**config.mk**
```make
export PLATFORM = sky130hd
export DESIGN_NAME = psw_flag_unit
export DESIGN_NICKNAME = d
export VERILOG_FILES = /design/src/rtl/psw_pkg.sv /design/src/rtl/psw_ctrl.sv /design/src/rtl/psw_datapath.sv /design/src/rtl/psw_flag_unit.sv
export SDC_FILE = /design/constraint.sdc
export NUM_CORES = 1
export LEC_CHECK = 0
export BUFFER_PORTS_ARGS = -buffer_cell sky130_fd_sc_hd__buf_2
export CAP_MARGIN = 30
export CORE_ASPECT_RATIO = 0.9
export CORE_MARGIN = 5
export CORE_UTILIZATION = 50
export CTS_CLUSTER_DIAMETER = 30
export CTS_CLUSTER_SIZE = 12
export DETAILED_ROUTE_END_ITERATION = 8
export MAX_ROUTING_LAYER = met4
export PLACE_DENSITY = 0.73
export SYNTH_ARGS = -nofsm -noshare
export SYNTH_HDL_FRONTEND = slang
export SYNTH_SLANG_ARGS = --single-unit
export TNS_END_PERCENT = 5
```
**constraint.sdc**
```tcl
create_clock -name clk -period 3.2 [get_ports clk]
set_clock_uncertainty 0.15 [all_clocks]
set_input_delay 0.16 -clock clk [delete_from_list [all_inputs] [get_ports clk]]
set_output_delay 0.16 -clock clk [all_outputs]
set_load 0.02 [all_outputs]
```
**src/rtl/psw_pkg.sv**
```systemverilog
package psw_pkg;

  typedef enum logic [2:0] {
    OP_ADD  = 3'd0,
    OP_ADDC = 3'd1,
    OP_SUBB = 3'd2,
    OP_MUL  = 3'd3,
    OP_DIV  = 3'd4
  } aluOp_e;

  localparam int WORD_W    = 8;
  localparam int CARRY_BIT = 7;
  localparam int HALF_BIT  = 6;
  localparam int OVF_BIT   = 2;
  localparam int PAR_BIT   = 0;
  localparam int BANK_LO   = 3;
  localparam int BANK_HI   = 4;

  // bits owned by the arithmetic path when a strobe is present
  localparam logic [WORD_W-1:0] ARITH_MASK = 8'b1100_0100;

  typedef struct packed {
    logic              arithEn;
    aluOp_e            op;
    logic [WORD_W-1:0] wrMask;
    logic [WORD_W-1:0] wrData;
  } flagCtrl_t;

endpackage

```
**src/rtl/psw_ctrl.sv**
```systemverilog
module psw_ctrl
  import psw_pkg::*;
(
  input  logic              opValid,
  input  logic [2:0]        opSel,
  input  logic              byteWrEn,
  input  logic [WORD_W-1:0] byteWrData,
  input  logic              bitWrEn,
  input  logic [2:0]        bitWrIdx,
  input  logic              bitWrVal,
  output flagCtrl_t         ctrl
);

  logic [WORD_W-1:0] mask;
  logic [WORD_W-1:0] data;
  logic              known;

  assign known = (opSel <= 3'd4);

  always_comb begin
    mask = '0;
    data = '0;
    if (byteWrEn) begin
      mask = {WORD_W{1'b1}};
      data = byteWrData;
    end
    // single-bit write overrides the byte write on its own bit
    if (bitWrEn) begin
      mask[bitWrIdx] = 1'b1;
      data[bitWrIdx] = bitWrVal;
    end
    mask[PAR_BIT] = 1'b0;
    if (opValid && known) mask = mask & ~ARITH_MASK;
  end

  always_comb begin
    ctrl.arithEn = opValid && known;
    ctrl.op      = known ? aluOp_e'(opSel) : OP_ADD;
    ctrl.wrMask  = mask;
    ctrl.wrData  = data;
  end

endmodule

```
**src/rtl/psw_datapath.sv**
```systemverilog
module psw_datapath
  import psw_pkg::*;
#(
  parameter int BANK_REGS = 8,
  localparam int BANK_SHIFT = $clog2(BANK_REGS),
  localparam int BASE_W = 2 + BANK_SHIFT
)(
  input  logic              clk,
  input  logic              rstN,
  input  flagCtrl_t         ctrl,
  input  logic [WORD_W-1:0] opA,
  input  logic [WORD_W-1:0] opB,
  input  logic [WORD_W-1:0] accValue,
  output logic [WORD_W-1:0] statusWord,
  output logic [BASE_W-1:0] bankBase
);

  logic [WORD_W-1:1] flagReg;
  logic              carryIn;
  logic [WORD_W:0]   addSum;
  logic [4:0]        addNib;
  logic [WORD_W:0]   subDiff;
  logic [4:0]        subNib;
  logic [2*WORD_W-1:0] product;
  logic [WORD_W-1:0] arithVal;

  assign carryIn = (ctrl.op == OP_ADD) ? 1'b0 : flagReg[CARRY_BIT];
  assign addSum  = {1'b0, opA} + {1'b0, opB} + {{WORD_W{1'b0}}, carryIn};
  assign addNib  = {1'b0, opA[3:0]} + {1'b0, opB[3:0]} + {4'd0, carryIn};
  assign subDiff = {1'b0, opA} - {1'b0, opB} - {{WORD_W{1'b0}}, carryIn};
  assign subNib  = {1'b0, opA[3:0]} - {1'b0, opB[3:0]} - {4'd0, carryIn};
  assign product = opA * opB;

  always_comb begin
    arithVal = '0;
    unique case (ctrl.op)
      OP_ADD, OP_ADDC: begin
        arithVal[CARRY_BIT] = addSum[WORD_W];
        arithVal[HALF_BIT]  = addNib[4];
        arithVal[OVF_BIT]   = (opA[7] == opB[7]) && (addSum[7] != opA[7]);
      end
      OP_SUBB: begin
        arithVal[CARRY_BIT] = subDiff[WORD_W];
        arithVal[HALF_BIT]  = subNib[4];
        arithVal[OVF_BIT]   = (opA[7] != opB[7]) && (subDiff[7] != opA[7]);
      end
      OP_MUL:  arithVal[OVF_BIT] = |product[2*WORD_W-1:WORD_W];
      OP_DIV:  arithVal[OVF_BIT] = (opB == '0);
      default: arithVal = '0;
    endcase
  end

  for (genvar i = 1; i < WORD_W; i++) begin : g_flag
    if (ARITH_MASK[i]) begin : g_arith
      always_ff @(posedge clk or negedge rstN) begin
        if (!rstN)                flagReg[i] <= 1'b0;
        else if (ctrl.arithEn)    flagReg[i] <= arithVal[i];
        else if (ctrl.wrMask[i])  flagReg[i] <= ctrl.wrData[i];
      end
    end else begin : g_soft
      always_ff @(posedge clk or negedge rstN) begin
        if (!rstN)                flagReg[i] <= 1'b0;
        else if (ctrl.wrMask[i])  flagReg[i] <= ctrl.wrData[i];
      end
    end
  end

  assign statusWord = {flagReg, ^accValue};
  assign bankBase   = {flagReg[BANK_HI:BANK_LO], {BANK_SHIFT{1'b0}}};

endmodule

```
**src/rtl/psw_flag_unit.sv**
```systemverilog
module psw_flag_unit
  import psw_pkg::*;
#(
  parameter int BANK_REGS = 8,
  localparam int BASE_W = 2 + $clog2(BANK_REGS)
)(
  input  logic              clk,
  input  logic              rstN,
  input  logic              opValid,
  input  logic [2:0]        opSel,
  input  logic [WORD_W-1:0] opA,
  input  logic [WORD_W-1:0] opB,
  input  logic [WORD_W-1:0] accValue,
  input  logic              byteWrEn,
  input  logic [WORD_W-1:0] byteWrData,
  input  logic              bitWrEn,
  input  logic [2:0]        bitWrIdx,
  input  logic              bitWrVal,
  output logic [WORD_W-1:0] statusWord,
  output logic [BASE_W-1:0] bankBase
);

  flagCtrl_t ctrl;

  psw_ctrl u_ctrl (
    .opValid    (opValid),
    .opSel      (opSel),
    .byteWrEn   (byteWrEn),
    .byteWrData (byteWrData),
    .bitWrEn    (bitWrEn),
    .bitWrIdx   (bitWrIdx),
    .bitWrVal   (bitWrVal),
    .ctrl       (ctrl)
  );

  psw_datapath #(.BANK_REGS(BANK_REGS)) u_dp (
    .clk        (clk),
    .rstN       (rstN),
    .ctrl       (ctrl),
    .opA        (opA),
    .opB        (opB),
    .accValue   (accValue),
    .statusWord (statusWord),
    .bankBase   (bankBase)
  );

endmodule

```
; ---- Word-level counts from Yosys, hierarchy flattened
; Index checks and enable logic that the tools add are counted.
; W data, S select, Z words.
[totals]
ff_bits = 7
inputBits = 44
out_inout_bits = 13
word_cells = 58
[op_classes]
add_sub_neg = 8
n_mul = 1
n_lt_le_gt_ge = 3
eq_ne = 8
mux = 18
n_bitwise = 1
n_reduce_logical = 12
[ops]
columns = operator, n
row1 = $mux W8, 5
row2 = $mul A8 B8 Y16, 1
row3 = $add A8 B8 Y9, 1
row4 = $add A9 B1 Y9, 1
row5 = $sub A8 B8 Y9, 1
row6 = $sub A9 B1 Y9, 1
row7 = $bwmux W8, 1
row8 = $logic_not A8 Y1, 1
row9 = $mux W1, 8
row10 = $or A8 B8 Y8, 1
row11 = $reduce_or A8 Y1, 1
row12 = $reduce_xor A8 Y1, 1
row13 = $eq A3 B2 Y1 const B, 2
row14 = $reduce_bool A2 Y1, 3
row15 = $add A4 B4 Y5, 1
row16 = $add A5 B1 Y5, 1
row17 = $sub A4 B4 Y5, 1
row18 = $sub A5 B1 Y5, 1
row19 = $logic_and A1 B1 Y1, 4
row20 = $lt A3 B4 Y1 const B, 1
row21 = $pmux W1 S4, 1
row22 = $pmux W2 S2, 1
row23 = $demux W1 S3, 1
row24 = $eq A3 B1 Y1 const B, 1
row25 = 8 further kinds, 10

; ---- Depth between registers and ports, before layout
[logic_depth]
depth_word = 9
ltp_mapped = 17
mapped_depth_nobuf = 17

; ---- Cells and area by module
; Synthesis repeated with hierarchy kept, for this count alone.
[unflattened]
hier_cells = 372
hier_area_um2 = 3190.6
[modules_own_cells]
columns = mod, n_inst, cells_each, area_each_um2
row1 = psw_datapath, 1, 331, 2894.0
row2 = psw_ctrl, 1, 41, 296.5

; ---- Worst setup path before layout
; OpenSTA, ideal clock, no wires.
[synth_timing]
kind = input -> register
from = input port opA[4]
to = register u_dp.flagReg, in the netlist u_dp.statusWord[2]
setup_ns = 0.131
arrival_ns = 3.930
t_required_ns = 2.919
slack_ns = -1.011
stages = 15
cell_sequence = ha_1 > fa_1 > inv_1 > fa_1 > fa_1 > fa_1 > inv_1 > ha_1 > o211ai_1 > o21a_1 > nor3b_2 > o21ai_1 > a31o_1 > o311ai_1 > a31oi_1
[synth_via]
elab_chain_len = 6
word_cells_on_any_way = 12
[synth_rtl]
columns = element, line
row1 = from (decl), psw_flag_unit.sv:11  ; input logic [WORD_W-1:0] opA,
row2 = branches (longest 4 deep; another with $mul A8 B8 Y16), -
row3 = $pmux W1 S4 (*), psw_datapath.sv:36  ; unique case (ctrl.op)
row4 = $mux W1 (*), psw_datapath.sv:57  ; else if (ctrl.arithEn) flagReg[i] <= arithVal[i];
row5 = "to (signal, indexed assignment)", psw_datapath.sv:57
row6 = "to (signal, indexed assignment)", psw_datapath.sv:58  ; else if (ctrl.wrMask[i]) flagReg[i] <= ctrl.wrData[i];
row7 = to (decl), psw_datapath.sv:18  ; logic [WORD_W-1:1] flagReg;
; Every way passes the cells marked *.
; A chain may end at the register's enable or synchronous reset.

; ---- Worst setup path in the final report
[layout_timing]
from = input port opB[4]
to = register u_dp.flagReg, in the netlist u_dp.statusWord[2]
[layout_via]
elab_chain_len = 6
word_cells_on_any_way = 13
[layout_rtl]
columns = element, line
row1 = from (decl), psw_flag_unit.sv:12  ; input logic [WORD_W-1:0] opB,
row2 = branches (longest 4 deep; another with $mul A8 B8 Y16), -
row3 = $pmux W1 S4 (*), psw_datapath.sv:36
row4 = $mux W1 (*), psw_datapath.sv:57
; Marked as above.

==> summary.md <==
| Metric | Value |
|---|---|
| Die Span Y | `84.01 um` |
| Fin. Hold Viols | `0` |
| Placed inst area | `3807 um^2` |
| Hold Path Depth | `3` |
| Pwr dens | `445.4 nW/um^2` |
| Most common cell after layout, fill and taps aside | `inv_1` |
| Commonest non-fill, non-tap cells in the layout | `62 x inv_1, 55 x buf_4, 44 x ha_1` |
| Vias in the first global route | `3,085` |
| Reg2reg setup slack | `0.52 ns` |
| Max-cap viol count | `0` |
| Leak | `2.042 nW` |
| Clk pin slew, worst setup/hold paths | `0.04 ns` |
| Tcrit/Tclk final | `130.8%` |
| Post-synthesis cell area | `3043 um^2` |
| R2R cell count | `10` |
| Area growth, synth to finish | `31.04%` |
| CP max FO | `9` |
| XOR/XNOR Fraction of Synth Area | `4.317%` |
| Clk sinks | `7` |
| Grt ovf | `0` |
| DR WL/cell | `14.63 um` |
| Row cnt | `27` |
| Max transition margin | `65.91%` |
| Setup ws final | `-0.9848 ns` |
| Die Wd | `92.23 um` |
| Avg Cell Area, Syn | `8.406 um^2` |
| Core area | `6013 um^2` |
| Compound-Gate Fraction of Synth Area | `12.42%` |
| Yosys cell types | `48` |
| Syn. warnings | `0` |
| Buffers on Ports | `52` |
| Req. time, crit path | `3.15 ns` |
| Critical path capture point type | `flip-flop` |
| Total CTS buffers | `3` |
| Area leader, netlist | `fa_1` |
| Sequential power share | `6.0%` |
| Clk root buf | `clkbuf_8` |
| Fin crit period | `4.185 ns` |
| Initial antenna violation count | `0` |
| Clock share of power | `7.2%` |
| Synth Area in Simple Gates | `19.08%` |
| Final setup violation count | `1` |
| Post-synth EDFFs | `0` |
| CTS tree | `done` |
| Yosys top cell area share | `24.34%` |
| H-tree depth | `1` |
| Clk Latency, worst-skew pair | `0.23 ns` |
| Switching power of the nets | `0.8195 mW` |
| Global Route Usage Sum | `22.44%` |
| Drt pass-1 iters | `4` |
| Worst EP arrival | `4.14 ns` |
| Combinational power share | `86.7%` |
| Nets | `599` |
| Multiplexer area fraction after synthesis | `3.043%` |
| Gpl congestion | `0.8983` |
| Register Area | `175.2 um^2` |
| Max-slew violations | `0` |
| Initial Util | `50.60%` |
| Critical R2R Launch | `u_dp.statusWord[7]` |
| Antenna viol nets, final | `0` |
| Die area | `7748 um^2` |
| Fmax | `239.0 MHz` |
| Cells after Synth | `362` |
| Adder-Cell Fraction of Synth Area | `45.72%` |
| Violated checks | `setup timing` |
| Vias | `2,850` |
| Min-Delay Endpoint | `u_dp.statusWord[1]` |
| Status | `finished with violations` |
| Multi-input gate area | `2743 um^2` |
| DR DRC count | `0` |
| Hold crit path type | `in2reg` |
| Most used DFF post-synth | `dfrtp_1` |
| Share of cells above drive strength 1 | `30.32%` |
| Worst Hold Launch | `bitWrVal` |
| Critical Path Source Type | `primary input` |
| Pint | `0.9564 mW` |
| RR Endpoint | `u_dp.statusWord[7]` |
| Ports | `57` |
| Worst slew pin tran | `0.5066 ns` |
| Largest net degree at the start of global routing | `10` |
| Synth async-reset ratio | `100.0%` |
| Post-CTS setup repair buffer count | `0` |
| CTS max path bufs | `2` |
| Inserted Diodes | `0` |
| Largest family of logic cells by synthesized area | `adder cells` |
| Iteration-0 DRC Markers | `157` |
| First-pass GRT wire length | `13,920 um` |
| Synth Register Bits | `7` |
| WS Path Type | `in2reg` |
| Drt total wl | `7857 um` |
| HPWL Detailed | `6749 um` |
| Filler cells | `515` |
| Post-route setup TNS | `-0.9848 ns` |
| Sequential share of the synthesized area | `5.757%` |
| Finished Cell Area | `3988 um^2` |
| Switching share of power | `46.15%` |
| Vias per inst | `5.307` |
| Peak VDD IR | `0.2664 mV` |
| Design Power | `1.776 mW` |
| RSZ-0062 raised after global routing | `true` |
| Top cells by area, synth | `fa_1 24%, ha_1 21%, inv_1 7.9%` |
## final cells by class
type / count / share of cell area [%]
multi-input combinational: 285 / 68.78
timing repair buffer: 105 / 17.41
inverter: 64 / 6.024
clock buffer: 4 / 1.130
tap: 72 / 2.259
sequential: 7 / 4.393
## metrics by stage
step,hold WS [ns],worst slack (ns),utilization [%],cells
2_1_floorplan,-0.2856,-0.7553,-,364
3_3_place_gp,-0.1508,-1.264,63.32,532
3_5_place_dp,-0.1472,-1.275,63.32,532
4_1_cts,0.08081,-0.8957,65.00,537
5_1_grt,0.1069,-1.117,66.31,537
6_report,0.09096,-0.9848,66.31,537
## kinds of logic (layout without fill, tap and decap cells)
group                    Yosys count  after routing
buffers and inverters             72            173
adder cells (fa/ha/maj)           89             89
flip-flops                         7              7
AND/OR/NAND/NOR                  112            112
other                              1              3
AO/OA/AOI/OAI                     57             57
multiplexers                       9              9
XOR/XNOR                          15             15
## per-layer routing
| metal | GRT usage (%) | wire length, um | vias up |
|---|---|---|---|
| li1 | - | - | 1406 |
| met1 | 30.04 | 3491 | 1356 |
| met3 | 2.074 | 425 | 9 |
| met2 | 38.33 | 3823 | 79 |
| met5 | - | 0 | - |
| met4 | 2.294 | 116 | 0 |
## power groups by stage
stage                     clock network, mW  logic [mW]  registers (mW)
final                                 0.128        1.54           0.107
after global routing                  0.135        1.76           0.110
after CTS                             0.129        1.46           0.108
after detailed placement                  0        1.38           0.109
after global placement                    0        1.36           0.108
after floorplan                           0       0.927           0.124
## cells in the mapped netlist (4+ instances only)
cell type and count:
buf_4 5, nand3_1 6, nand4_1 5, o21ai_0 11
xnor2_1 11, ha_1 52, a21oi_1 15, dfrtp_1 7
and2_1 21, xor2_1 4, nor3_1 5, nand2b_1 5
mux2i_1 7, and2_2 5, nand2_1 27, inv_1 64
fa_1 37, nor2_1 25
## worst max-delay path by stage
stage / slack (ns) / end / startpoint / cells past startpoint
floorplan: -0.76 / u_dp.statusWord[2] / opA[6] / 15
CTS: -0.90 / u_dp.statusWord[2] / opA[5] / 17
global placement: -1.26 / u_dp.statusWord[2] / opA[3] / 18
global route: -1.12 / u_dp.statusWord[2] / opA[4] / 17
detailed placement: -1.27 / u_dp.statusWord[2] / opA[3] / 18
finish: -0.98 / u_dp.statusWord[2] / opB[4] / 16
## flip-flops by register name (all words and copies together) (netlist names)
name / cells
u_dp.bankBase: 2
u_dp.statusWord: 5
## worst max-delay path, cell delays in order
cell	delay [ns]
buf_4	0.16
and2_4	0.17
fa_2	0.39
fa_1	0.53
inv_1	0.05
fa_1	0.48
inv_1	0.05
fa_1	0.54
ha_4	0.22
a211oi_2	0.21
o211a_1	0.23
nor2_1	0.05
a211o_1	0.28
and2_4	0.17
o311ai_4	0.31
a31oi_1	0.13
## what timing repair did
action | 4_1_cts | 5_1_grt
hold buffers | 1 | 0
setup endpoints to repair | 1 | 1
resized for setup | 10 | 21
endpoints found under the hold margin | 7 | 0
pin swaps | 2 | 8
(Power assumes the default switching activity.)
